===== src/rtl/qdac_pkg.sv =====
package qdac_pkg;
  localparam int NUM_CH = 4;
  localparam int CH_W   = $clog2(NUM_CH);
  localparam int CTL_W  = 2;
  localparam int DATA_W = 10;
  localparam int SUB_W  = 2;
  localparam int WORD_W = CH_W + CTL_W + DATA_W + SUB_W;
  localparam int OP_W   = CH_W + CTL_W;
  localparam int BANK_W = NUM_CH * DATA_W;

  typedef enum logic [CTL_W-1:0] {
    CTL_SYS      = 2'b00,
    CTL_LOAD     = 2'b01,
    CTL_AUX      = 2'b10,
    CTL_LOAD_XFR = 2'b11
  } ctl_e;

  typedef struct packed {
    logic              load_one;
    logic [CH_W-1:0]   ch;
    logic              load_all;
    logic              xfer_all;
    logic              wake;
    logic              sleep_req;
    logic              upo_set;
    logic              upo_val;
    logic              echo_set;
    logic              echo_val;
    logic [DATA_W-1:0] data;
  } cmd_t;
endpackage


===== src/rtl/qdac_cmd_decode.sv =====
module qdac_cmd_decode
  import qdac_pkg::*;
(
  input  logic              valid_i,
  input  logic [WORD_W-1:0] word_i,
  output cmd_t              cmd_o
);
  localparam int OP_LSB   = WORD_W - OP_W;
  localparam int DATA_LSB = SUB_W;

  logic [CH_W-1:0] addr;
  ctl_e            ctl;
  logic            unused_sub;

  assign addr       = word_i[WORD_W-1 -: CH_W];
  assign ctl        = ctl_e'(word_i[OP_LSB +: CTL_W]);
  assign unused_sub = ^word_i[SUB_W-1:0];

  always_comb begin
    cmd_o      = '0;
    cmd_o.ch   = addr;
    cmd_o.data = word_i[DATA_LSB +: DATA_W];
    if (valid_i) begin
      unique case (ctl)
        CTL_LOAD: cmd_o.load_one = 1'b1;
        CTL_LOAD_XFR: begin
          cmd_o.load_one = 1'b1;
          cmd_o.xfer_all = 1'b1;
          cmd_o.wake     = 1'b1;
        end
        CTL_AUX: begin
          unique case (addr)
            2'd0: begin cmd_o.upo_set = 1'b1; cmd_o.upo_val = 1'b0; end
            2'd1: begin cmd_o.upo_set = 1'b1; cmd_o.upo_val = 1'b1; end
            2'd2: begin
              cmd_o.echo_set = 1'b1; cmd_o.echo_val = 1'b0;
              cmd_o.xfer_all = 1'b1; cmd_o.wake     = 1'b1;
            end
            default: begin
              cmd_o.echo_set = 1'b1; cmd_o.echo_val = 1'b1;
              cmd_o.xfer_all = 1'b1; cmd_o.wake     = 1'b1;
            end
          endcase
        end
        default: begin
          unique case (addr)
            2'd0: ;  // no operation
            2'd1: begin cmd_o.xfer_all = 1'b1; cmd_o.wake = 1'b1; end
            2'd2: begin cmd_o.load_all = 1'b1; cmd_o.wake = 1'b1; end
            default: cmd_o.sleep_req = 1'b1;
          endcase
        end
      endcase
    end
  end
endmodule


===== src/rtl/qdac_chan_bank.sv =====
module qdac_chan_bank
  import qdac_pkg::*;
(
  input  logic              clk_i,
  input  logic              rst_ni,
  input  cmd_t              cmd_i,
  output logic [BANK_W-1:0] dac_code_o
);
  for (genvar g = 0; g < NUM_CH; g++) begin : g_ch
    logic [DATA_W-1:0] stage_q, stage_d, out_q, out_d;
    logic              hit;

    assign hit = cmd_i.load_one && (cmd_i.ch == CH_W'(g));

    always_comb begin
      stage_d = stage_q;
      if (cmd_i.load_all || hit) stage_d = cmd_i.data;
    end

    // transfer sees the word written in the same cycle
    always_comb begin
      out_d = out_q;
      if (cmd_i.load_all)      out_d = cmd_i.data;
      else if (cmd_i.xfer_all) out_d = stage_d;
    end

    always_ff @(posedge clk_i or negedge rst_ni) begin
      if (!rst_ni) begin
        stage_q <= '0;
        out_q   <= '0;
      end else begin
        stage_q <= stage_d;
        out_q   <= out_d;
      end
    end

    assign dac_code_o[g*DATA_W +: DATA_W] = out_q;
  end
endmodule


===== src/rtl/qdac_mode_ctrl.sv =====
module qdac_mode_ctrl
  import qdac_pkg::*;
(
  input  logic clk_i,
  input  logic rst_ni,
  input  cmd_t cmd_i,
  input  logic allow_i,
  output logic shutdown_o,
  output logic user_out_o,
  output logic echo_mode_o
);
  logic sd_q, sd_d;
  logic upo_q, echo_q;

  always_comb begin
    sd_d = sd_q;
    if (cmd_i.wake)                     sd_d = 1'b0;
    else if (cmd_i.sleep_req && allow_i) sd_d = 1'b1;
    else if (sd_q && !allow_i)          sd_d = 1'b0;
  end

  always_ff @(posedge clk_i or negedge rst_ni) begin
    if (!rst_ni) begin
      sd_q   <= 1'b0;
      upo_q  <= 1'b0;
      echo_q <= 1'b0;
    end else begin
      sd_q <= sd_d;
      if (cmd_i.upo_set)  upo_q  <= cmd_i.upo_val;
      if (cmd_i.echo_set) echo_q <= cmd_i.echo_val;
    end
  end

  assign shutdown_o  = sd_q;
  assign user_out_o  = upo_q;
  assign echo_mode_o = echo_q;
endmodule


===== src/rtl/quad_dac_cmd_ctrl.sv =====
module quad_dac_cmd_ctrl
  import qdac_pkg::*;
(
  input  logic              clk_i,
  input  logic              rst_ni,
  input  logic              word_valid_i,
  input  logic [WORD_W-1:0] word_i,
  input  logic              shdn_allow_i,
  output logic [BANK_W-1:0] dac_code_o,
  output logic              shutdown_o,
  output logic              out_en_o,
  output logic              user_out_o,
  output logic              echo_mode_o
);
  cmd_t cmd;
  logic sd;

  qdac_cmd_decode i_decode (
    .valid_i (word_valid_i),
    .word_i  (word_i),
    .cmd_o   (cmd)
  );

  qdac_chan_bank i_bank (
    .clk_i      (clk_i),
    .rst_ni     (rst_ni),
    .cmd_i      (cmd),
    .dac_code_o (dac_code_o)
  );

  qdac_mode_ctrl i_mode (
    .clk_i       (clk_i),
    .rst_ni      (rst_ni),
    .cmd_i       (cmd),
    .allow_i     (shdn_allow_i),
    .shutdown_o  (sd),
    .user_out_o  (user_out_o),
    .echo_mode_o (echo_mode_o)
  );

  assign shutdown_o = sd;
  assign out_en_o   = ~sd;
endmodule


===== config.mk =====
export PLATFORM = sky130hd
export DESIGN_NAME = quad_dac_cmd_ctrl
export DESIGN_NICKNAME = d
export VERILOG_FILES = /design/src/rtl/qdac_pkg.sv /design/src/rtl/qdac_cmd_decode.sv /design/src/rtl/qdac_chan_bank.sv /design/src/rtl/qdac_mode_ctrl.sv /design/src/rtl/quad_dac_cmd_ctrl.sv
export SDC_FILE = /design/constraint.sdc
export NUM_CORES = 1
export LEC_CHECK = 0
export ABC_AREA = 1
export BUFFER_PORTS_ARGS = -buffer_cell sky130_fd_sc_hd__buf_4
export CAP_MARGIN = 20
export CORE_AREA = 2 2 111 113
export DETAILED_ROUTE_END_ITERATION = 16
export DIE_AREA = 0 0 113 115
export PLACE_DENSITY_LB_ADDON = 0.25
export SLEW_MARGIN = 20
export SYNTH_ARGS = -nofsm -noshare
export SYNTH_HDL_FRONTEND = slang
export SYNTH_SLANG_ARGS = --single-unit

===== constraint.sdc =====
create_clock -name clk_i -period 0.8 [get_ports clk_i]
set_input_delay 0.16 -clock clk_i [delete_from_list [all_inputs] [get_ports clk_i]]
set_output_delay 0.16 -clock clk_i [all_outputs]
set_load 0.02 [all_outputs]

======== Word-level counts from Yosys, hierarchy flattened ========
Index checks and enable logic that the tools add are counted.
storage, ports and cells
  output and inout bits ................... 44
  word-level logic and storage cells ...... 66
  register bits after elaboration ......... 83
  input port bits ......................... 20
cells by class
  eq/ne operators ......................... 6
  bitwise logic cells ..................... 1
  reduce and logical (&&, ||, !) cells .... 19
  mux-type cells .......................... 29
operator list
  kind                                                              number
  10-bit 2-to-1 mux                                                 12
  1-bit 2-to-1 mux                                                  11
  2-bit == test (second input constant)                             4
  8-bit 2-to-1 mux                                                  1
  2-bit case mux with 2 select lines                                2
  1-bit logical AND                                                 6
  2-bit case mux with 3 select lines                                1
  2-bit OR reduction                                                3
  3-bit OR reduction                                                2
  2-bit by 1-bit == test with 1-bit output (second input constant)  2
  1-bit logical OR                                                  4
  4-bit 2-to-1 mux                                                  1
  3-bit nonzero test                                                1
  2-bit zero test                                                   1
  2-bit 2-to-1 mux                                                  1
  2-bit nonzero test                                                1
  1-bit zero test                                                   1
  1-bit inverter                                                    1

======== Logic depth before layout (Yosys ltp) ========
Gate-level depths: netlist of run 1.
  depth after elaboration ................. 9
  depth in mapped cells ................... 11
  depth with buffers taken out ............ 10

======== Cells and area by module ========
Synthesis of run 1 repeated with hierarchy kept, for this count alone.
second synthesis, totals
  cells, all modules ...................... 453
  area total of the unflattened synthesis .. 3816.2 µm²
modules (own cells, without submodules)
  module             cells an instance  seq. area each (µm²)  times used  area an instance (µm²)
  qdac_chan_bank     390                2001.9                1           3424.5
  qdac_cmd_decode    47                 0.0                   1           267.8
  qdac_mode_ctrl     15                 75.1                  1           120.1
  quad_dac_cmd_ctrl  1                  0.0                   1           3.8

======== Least setup slack after synthesis of run 1 ========
No wires, ideal clock.
  path kind ............................... in2reg
  start point ............................. input word_i[15]
  end point ............................... register i_bank.g_ch[2].out_q[0]
  arrival time ............................ 1.051 ns
  data required time ...................... 0.683 ns
  library setup time ...................... 0.117 ns
  setup slack ............................. -0.368 ns
  cell stages on the path ................. 10
  buffers on the path ..................... 1
  path through ............................ inv_1 -> ha_1 -> nor2_1 -> nor2_2 -> nor2_2 -> nand2_1 -> nand2_2 -> buf_4 -> nand2_1 -> nand2_1
between the ends
  cells in the longest elaborated chain, start to end .. 8
  elaborated cells on any way between the ends .. 16
  those cells by class .................... eq/ne (2); mux (9); reduce/logical (5)
RTL lines
  item                  RTL line                                     source
  start, declared       quad_dac_cmd_ctrl.sv:7                       input logic [WORD_W-1:0] word_i,
  2-bit == test         qdac_cmd_decode.sv:46, qdac_chan_bank.sv:13
  1-bit 2-to-1 mux      qdac_cmd_decode.sv:46                        unique case (addr)
  1-bit 2-to-1 mux      qdac_cmd_decode.sv:24                        unique case (ctl)
  8-bit 2-to-1 mux      qdac_cmd_decode.sv:23                        if (valid_i) begin
  1-bit logical OR      qdac_chan_bank.sv:17                         if (cmd_i.load_all || hit) stage_d = cmd_i.data;
  10-bit 2-to-1 mux     qdac_chan_bank.sv:17
  10-bit 2-to-1 mux     qdac_chan_bank.sv:24                         else if (cmd_i.xfer_all) out_d = stage_d;
  10-bit 2-to-1 mux     qdac_chan_bank.sv:23                         if (cmd_i.load_all) out_d = cmd_i.data;
  end signal, assigned  qdac_chan_bank.sv:33                         out_q <= out_d;
  end, declared         qdac_chan_bank.sv:10                         logic [DATA_W-1:0] stage_q, stage_d, out_q, out_d;
Several ways; a longest one is shown, not always the timed one. The select of a mux whose other input is x is not followed.
A chain may end at the register's enable or synchronous reset.

======== Worst setup path in the final report of run 1 ========
  start point ............................. input word_i[14]
  end point ............................... register i_bank.g_ch[1].out_q[7]
between the ends
  cells in the longest elaborated chain, start to end .. 8
  elaborated cells on any way between the ends .. 16
  those cells by class .................... eq/ne (2); mux (9); reduce/logical (5)
RTL lines
  item                  RTL line
  2-bit == test         qdac_cmd_decode.sv:46
  1-bit 2-to-1 mux      qdac_cmd_decode.sv:46
  1-bit 2-to-1 mux      qdac_cmd_decode.sv:24
  8-bit 2-to-1 mux      qdac_cmd_decode.sv:23
  1-bit logical OR      qdac_chan_bank.sv:17
  10-bit 2-to-1 mux     qdac_chan_bank.sv:17
  10-bit 2-to-1 mux     qdac_chan_bank.sv:24
  10-bit 2-to-1 mux     qdac_chan_bank.sv:23
  end signal, assigned  qdac_chan_bank.sv:33
  end, declared         qdac_chan_bank.sv:10
Several ways; a longest one is shown, not always the timed one. The select of a mux whose other input is x is not followed.

==> impl_metrics.tcl, run 1 <==
set metrics [dict create \
    worstSetupPathType "in -> reg" \
    nets 569 \
    path_clk_slew_ps 60 \
    cts_tree "built" \
    grt_pass1_vias 3437 \
    synth_seq_cells 83 \
    holdWs_ps 53.4 \
    slew-limit-headroom_pct 84.0 \
    leakagePower_uw 0.00349 \
    drtPass1Iterations 10 \
    p_per_area_nw_per_um2 2280 \
    root_buffer "clkbuf_16" \
    finalHoldViolCount 0 \
    num_io_pins 64 \
    die-area_um2 13000 \
    yosysMostFrequentCell "nand2_1" \
    yosysTopAreaCellShare_pct 59.8 \
    maxSlewViolCount 0 \
    crit_arrival_ps 1330 \
    wl_met3_um 524 \
    fin_util_pct 57.3 \
    postRouteAntennaNets 0 \
    drive_gt1_share_pct 67.2 \
    synth_warnings 0 \
    wl_met2_mm 6.20 \
    critPathRequiredTime_ps 1020 \
    routedLengthMet1_mm 5.01 \
    wire_per_inst_um 17.1 \
    fin_crit_ps 1110 \
    period_share_pct 138 \
    numCtsBuffers 9 \
    clock_latency_ps 340 \
    grt_pass1_wl_mm 18.2 \
    top_layer "met4" \
    ir_worst_vdd_uv 1990 \
    yosysSeqAreaShare_pct 59.8 \
    numPortBuffers 61 \
    setup_slack_ps -305 \
    finClkSkew_ps 6.33 \
    cp_common_cell "buf_12" \
    grt-ovfl-total 0 \
    crit_path_top_delay_cell "buf_12" \
    placed_cells 604 \
    cts_buffer_depth 2 \
    setup_viol 125 \
    final-instance-count-excl-fill 695 \
    p_total_uw 15400 \
    violations "DRC, setup timing" \
    syn_area_um2 3470 \
    synth_commonest_cells "nand2_1, dfrtp_1, nand3_1, buf_2" \
    timing.fmax_mhz 905 \
    num_antenna_cells 0 \
    crit_chain "buf_12, inv_16, ha_4, nand2_2, inv_2, nand2_4, buf_12, nand2_8, buf_12, buf_12, nand2_2, nand2_1" \
    fill_cells 964 \
    syn_area_per_cell_um2 8.95 \
    drt-vias-per-instance 4.76 \
    detail_route.iter0.violations 167 \
    htree_levels 3 \
    synth-edff-count 0 \
    startpoint_type "primary input" \
    synth.distinct_cells 18 \
    grt_max_degree 43 \
    async_flop_share_pct 100 \
    rsz0062_at_grt "true" \
    finalWeightedCongestion 0.755 \
    synth.area.top_cells "dfrtp_1, nand2_1, nand3_1" \
    cpPeakStageDelay_ps 170 \
    synthCells 388 \
    initial_utilization_pct 29.4 \
    dpl.hpwl_mm 6.44 \
    routed_wl_mm 11.9 \
    grt_use_total_pct 18.1 \
    yosys.area.top_type "dfrtp_1" \
    ys.flop_type "dfrtp_1" \
    rows 40 \
    syn_to_final_growth_pct 95.0 \
    synth_nets 414 \
    hp-class "in -> reg" \
    drcViolationCount 5 \
    outcome "finished, violations left" \
    drv_cap 0 \
    num_vias 3310 \
    die_h_um 115 \
    tightestPinTransition_ps 241 \
    worst-path-max-fanout 8 \
    die_w_um 113 \
    crit_path_end_kind "register" \
    core_um2 11800 \
    antenna_found_initial 0 \
    clock_sinks 83 \
]
[area by class of cell]
type                    count  area, µm²  share of cell area (%)
clock inverters             3       46.3                   0.684
clock buffers              13        260                    3.84
multi-input cells         278       2230                    32.9
inverters                   8       61.3                   0.905
repair buffers            163       1910                    28.3
flip-flops and latches     83       2080                    30.7
well taps                 147        184                    2.72
[per-stage QoR]
stage | TNS, ps | area (µm²) | setup WS (ps)
final | -23460 | 6770 | -305
after global routing | -26980 | 6770 | -325
after CTS | -23650 | 6050 | -293
after detailed placement | -44050 | 4550 | -674
after global placement | -43970 | 4550 | -698
after floorplan | -16540 | 3780 | -286
[cell usage in the layout (no fill, tap or decap), types with 2 or more instances in the layout]
| master | n |
|---|---|
| buf_16 | 4 |
| buf_12 | 21 |
| nor2_1 | 3 |
| ha_4 | 4 |
| dfrtp_1 | 82 |
| inv_2 | 2 |
| nand2_1 | 53 |
| nand3_4 | 12 |
| ha_1 | 2 |
| clkbuf_1 | 2 |
| clkbuf_16 | 12 |
| nand3_1 | 30 |
| nor2_4 | 3 |
| clkbuf_8 | 2 |
| inv_1 | 3 |
| nand2_8 | 6 |
| nand2_4 | 37 |
| nand3_2 | 41 |
| nand2_2 | 80 |
| buf_6 | 54 |
| bufbuf_16 | 3 |
| buf_8 | 2 |
| buf_4 | 75 |
[critical path, delay by kind of cell]
family | cells | cell delay, ps
adders and majority gates | 1 | 140
and+or+nand+nor | 5 | 360
buffers and inverters | 6 | 650
[state kept, by name, summed over array words and instances (netlist names)]
name                 cells
i_bank.g_ch.out_q       40
i_bank.g_ch.stage_q     40
i_mode.echo_mode_o       1
i_mode.shutdown_o        1
i_mode.user_out_o        1
[cell families after synthesis]
family	synth area share, %
AND/OR/NAND/NOR	32.0
buffers and inverters	4.86
adder cells (fa/ha/maj)	2.16
AO/OA/AOI/OAI	1.15
flip-flops	59.8
[power by group]
| part | leakage, µW | switching, µW | internal (µW) |
|---|---|---|---|
| clock network | 0.000146 | 1650 | 2600 |
| logic | 0.00229 | 2610 | 2810 |
| registers | 0.00105 | 622 | 5130 |
[worst paths after layout]
path | startpoint | end | slack (ps) | cells after the start
min in group asynchronous | rst_ni | i_bank.g_ch[1].stage_q[1] | 340 | 3
setup / recovery | word_i[14] | i_bank.g_ch[1].out_q[7] | -310 | 12
max in group asynchronous | rst_ni | i_mode.shutdown_o | 230 | 3
setup reg to reg | i_bank.g_ch[0].out_q[7] | i_bank.g_ch[0].out_q[7] | -90 | 4
hold reg to reg | i_bank.g_ch[2].stage_q[5] | i_bank.g_ch[2].stage_q[5] | 490 | 2
hold / removal | shdn_allow_i | i_mode.shutdown_o | 50 | 3
[layer usage]
metal	global-route usage, %	up-vias
met5	0	-
met4	3.66	0
met3	4.11	12
met2	30.8	77
met1	23.8	1645
li1	-	1576
[repair_timing]
action                     CTS  global route
hold endpoints to repair    83             0
hold buffers                 1             0
pin swaps                   35            28
setup endpoints to repair  124           125
gates resized for setup    165           118
setup buffers               39            26
gates cloned                11             5
No activity file was read; power rests on OpenSTA's default activity.
==> run 2: changes to the inputs <==
--- a/config.mk
+++ b/config.mk
@@ -8,9 +8,9 @@
 export ABC_AREA = 1
 export BUFFER_PORTS_ARGS = -buffer_cell sky130_fd_sc_hd__buf_4
 export CAP_MARGIN = 20
-export CORE_AREA = 2 2 111 113
+export CORE_AREA = 2 2 87 89
 export DETAILED_ROUTE_END_ITERATION = 16
-export DIE_AREA = 0 0 113 115
+export DIE_AREA = 0 0 89 91
 export PLACE_DENSITY_LB_ADDON = 0.25
 export SLEW_MARGIN = 20
 export SYNTH_ARGS = -nofsm -noshare
==> impl_metrics.tcl, run 2 <==
set metrics [dict create \
    crit_endpoint "i_bank.g_ch[3].out_q[3]$_DFFE_PN0P_/D" \
    die_h_um 91 \
    async_flop_share_pct 100 \
    cts_buffer_depth 2 \
    ys.flop_type "dfrtp_1" \
    grt_max_degree 27 \
    synthCells 388 \
    pre_cts_slack_ps -687 \
    synth_nets 414 \
    synth_seq_cells 83 \
    yosysSeqAreaShare_pct 59.8 \
    htree_levels 3 \
    num_io_pins 64 \
    synth.area.top_cells "dfrtp_1, nand2_1, nand3_1" \
    rows 31 \
    synth_warnings 0 \
    place_area_um2 4580 \
    stop_stage "global routing (5_1_grt)" \
    synth-edff-count 0 \
    die_w_um 89 \
    clock_sinks 83 \
    dpl.hpwl_mm 5.99 \
    worst-ep-kind "register input" \
    numPortBuffers 61 \
    yosysTopAreaCellShare_pct 59.8 \
    synth_commonest_cells "nand2_1, dfrtp_1, nand3_1, buf_2" \
    synth.distinct_cells 18 \
    finalWeightedCongestion 0.883 \
    initial_utilization_pct 48.7 \
    syn_area_um2 3470 \
    yosysMostFrequentCell "nand2_1" \
    root_buffer "clkbuf_8" \
    numCtsBuffers 9 \
    yosys.area.top_type "dfrtp_1" \
    syn_area_per_cell_um2 8.95 \
    outcome "stopped before the end" \
    antenna_found_initial 2 \
    error_line "[ERROR DPL-0033] detailed placement checks failed during check placement." \
]
## run 2: kinds of logic after synthesis
group / Yosys count / synth area share, %
AND/OR/NAND/NOR: 262 / 32.0
flip-flops: 83 / 59.8
buffers and inverters: 30 / 4.86
AO/OA/AOI/OAI: 7 / 1.15
adder cells (fa/ha/maj): 6 / 2.16
## run 2: stage by stage
stage	util (%)	cells	hold WS [ps]
after global placement	64.1	563	38.8
after floorplan	-	388	-136
after CTS	87.0	639	39.6
after detailed placement	64.1	563	38.2
## run 2: what timing repair did
action,in CTS
hold buffers,1
hold endpoints to repair,83
buffers inserted,46
pin swaps,24
endpoints found under the setup margin,124
gates resized for setup,157
gates cloned,14
==> run 3: changes to the inputs <==
--- a/config.mk
+++ b/config.mk
@@ -8,10 +8,10 @@
 export ABC_AREA = 1
 export BUFFER_PORTS_ARGS = -buffer_cell sky130_fd_sc_hd__buf_4
 export CAP_MARGIN = 20
-export CORE_AREA = 2 2 87 89
+export CORE_AREA = 2 2 97 99
 export DETAILED_ROUTE_END_ITERATION = 16
-export DIE_AREA = 0 0 89 91
-export PLACE_DENSITY_LB_ADDON = 0.25
+export DIE_AREA = 0 0 99 101
+export PLACE_DENSITY_LB_ADDON = 0.15
 export SLEW_MARGIN = 20
 export SYNTH_ARGS = -nofsm -noshare
 export SYNTH_HDL_FRONTEND = slang
==> constraint.sdc (replaced) <==
create_clock -name clk_i -period 1 [get_ports clk_i]
set_input_delay 0.2 -clock clk_i [delete_from_list [all_inputs] [get_ports clk_i]]
set_output_delay 0.2 -clock clk_i [all_outputs]
set_load 0.02 [all_outputs]
==> impl_metrics.tcl, run 3 (same netlist as run 1, synthesis figures left out) <==
set metrics [dict create \
    finalHoldViolCount 0 \
    regArea_um2 2080 \
    postRouteAntennaNets 0 \
    root_buffer "clkbuf_8" \
    reg.largest.list "i_bank.g_ch.out_q: 40 flops, i_bank.g_ch.stage_q: 40 flops" \
    drt-vias-per-instance 4.86 \
    initial_utilization_pct 38.7 \
    finClkSkew_ps 5.05 \
    core_um2 8980 \
    p_per_area_nw_per_um2 1840 \
    fin_crit_ps 1120 \
    setup_viol 84 \
    num_vias 3091 \
    drv_cap 0 \
    num_antenna_cells 0 \
    timing.fmax_mhz 889 \
    outcome "finished, violations left" \
    grt_pass1_vias 3087 \
    syn_to_final_growth_pct 63.3 \
    ir_worst_vdd_uv 1060 \
    cts_tree "built" \
    fill_cells 743 \
    startpoint_type "register" \
    path_clk_slew_ps 90 \
    slew-limit-headroom_pct 77.7 \
    worst-path-buf-inv 1 \
    drive_gt1_share_pct 49.0 \
    rsz0062_at_grt "true" \
    place_area_um2 4470 \
    grt_use_total_pct 20.2 \
    crit_path_top_delay_cell "dfrtp_1" \
    clock_latency_ps 350 \
    grt_max_degree 26 \
    numPortBuffers 61 \
    multi_input_area_um2 1720 \
    nets 547 \
    cp_top_family "flip-flops" \
    worst-path-max-fanout 2 \
    hp-class "in -> reg" \
    maxSlewViolCount 0 \
    cts_buffer_depth 2 \
    period_share_pct 112 \
    htree_levels 3 \
    violations "setup timing" \
    critPathRequiredTime_ps 800 \
    drcViolationCount 0 \
    holdWs_ps 78.1 \
    finalSetupTns_ps -5800 \
    finalWeightedCongestion 0.780 \
    dpl.hpwl_mm 6.12 \
    tightestPinTransition_ps 334 \
    crit_arrival_ps 920 \
    rows 35 \
    stdcell_area_um2 5670 \
    die-area_um2 10000 \
    num_io_pins 64 \
    routed_wl_mm 10.1 \
    final_cell_mix "nand2_1, dfrtp_1, buf_4" \
    cpPeakStageDelay_ps 420 \
    wire_per_inst_um 15.9 \
    clock_sinks 83 \
    final_common_cell "nand2_1" \
    numCtsBuffers 9 \
    die_h_um 101 \
    setup_slack_ps -124 \
    worstSetupPathType "reg -> out" \
    grt-ovfl-total 0 \
    crit_path_end_kind "primary output" \
    drtPass1Iterations 4 \
    die_w_um 99 \
    grt_pass1_wl_mm 15.5 \
    detail_route.iter0.violations 117 \
    leakagePower_uw 0.00299 \
    antenna_found_initial 0 \
    crit_chain "buf_6" \
]
==> run 3: final timing paths <==
path | depth (start not counted) | end | slack (ps) | startpoint
setup / recovery | 1 | dac_code_o[9] | -120 | i_bank.g_ch[0].out_q[9]
hold / removal | 3 | i_mode.shutdown_o | 80 | shdn_allow_i
setup reg to reg | 4 | i_bank.g_ch[3].out_q[9] | 140 | i_bank.g_ch[3].out_q[9]
hold reg to reg | 2 | i_bank.g_ch[2].stage_q[0] | 480 | i_bank.g_ch[2].stage_q[0]
max in group asynchronous | 3 | i_bank.g_ch[2].stage_q[4] | 270 | rst_ni
min in group asynchronous | 2 | i_mode.user_out_o | 290 | rst_ni
==> run 3: power breakdown <==
part | switching, µW | internal (µW)
logic | 1820 | 1990
registers | 450 | 4090
clock network | 1200 | 880
==> run 3: worst reg2reg max path: stages, from the launching register on <==
cell,delay (ps)
dfrtp_1,410
buf_4,140
buf_4,120
nand3_2,60
nand2_2,40
==> run 3: stage by stage <==
| stage | setup slack (ps) | util (%) | power, µW | instances |
|---|---|---|---|---|
| final | -124 | 63.2 | 10400 | 636 |
| after detailed placement | -515 | 49.7 | 7140 | 574 |
| after floorplan | -126 | - | 5960 | 388 |
| after CTS | -138 | 58.0 | 9960 | 614 |
| after global placement | -477 | 49.7 | 7080 | 574 |
| after global routing | -163 | 63.2 | 11000 | 636 |
==> run 3: timing repair <==
action | CTS | global route
setup buffers | 21 | 20
pin swaps | 16 | 30
hold buffers | 1 | 0
endpoints found under the hold margin | 15 | 0
cloned | 3 | 4
endpoints found under the setup margin | 84 | 85
gates resized for setup | 83 | 62
==> run 3: area by class of cell <==
type                            count  share of cell area (%)
Inverter                            8                    1.04
Clock buffer                       10                    2.25
Sequential cell                    83                    36.6
Clock inverter                      5                   0.552
Tap cell                          111                    2.45
Multi-Input combinational cell    275                    30.3
Timing Repair Buffer              144                    26.8
==> run 3: per-layer routing <==
metal,up-vias,share of wire [%],track usage (%)
met5,-,0,0
met4,0,1.5,7.69
met3,15,4.4,4.65
met2,63,50,32.8
met1,1502,44,26.6
li1,1511,-,-
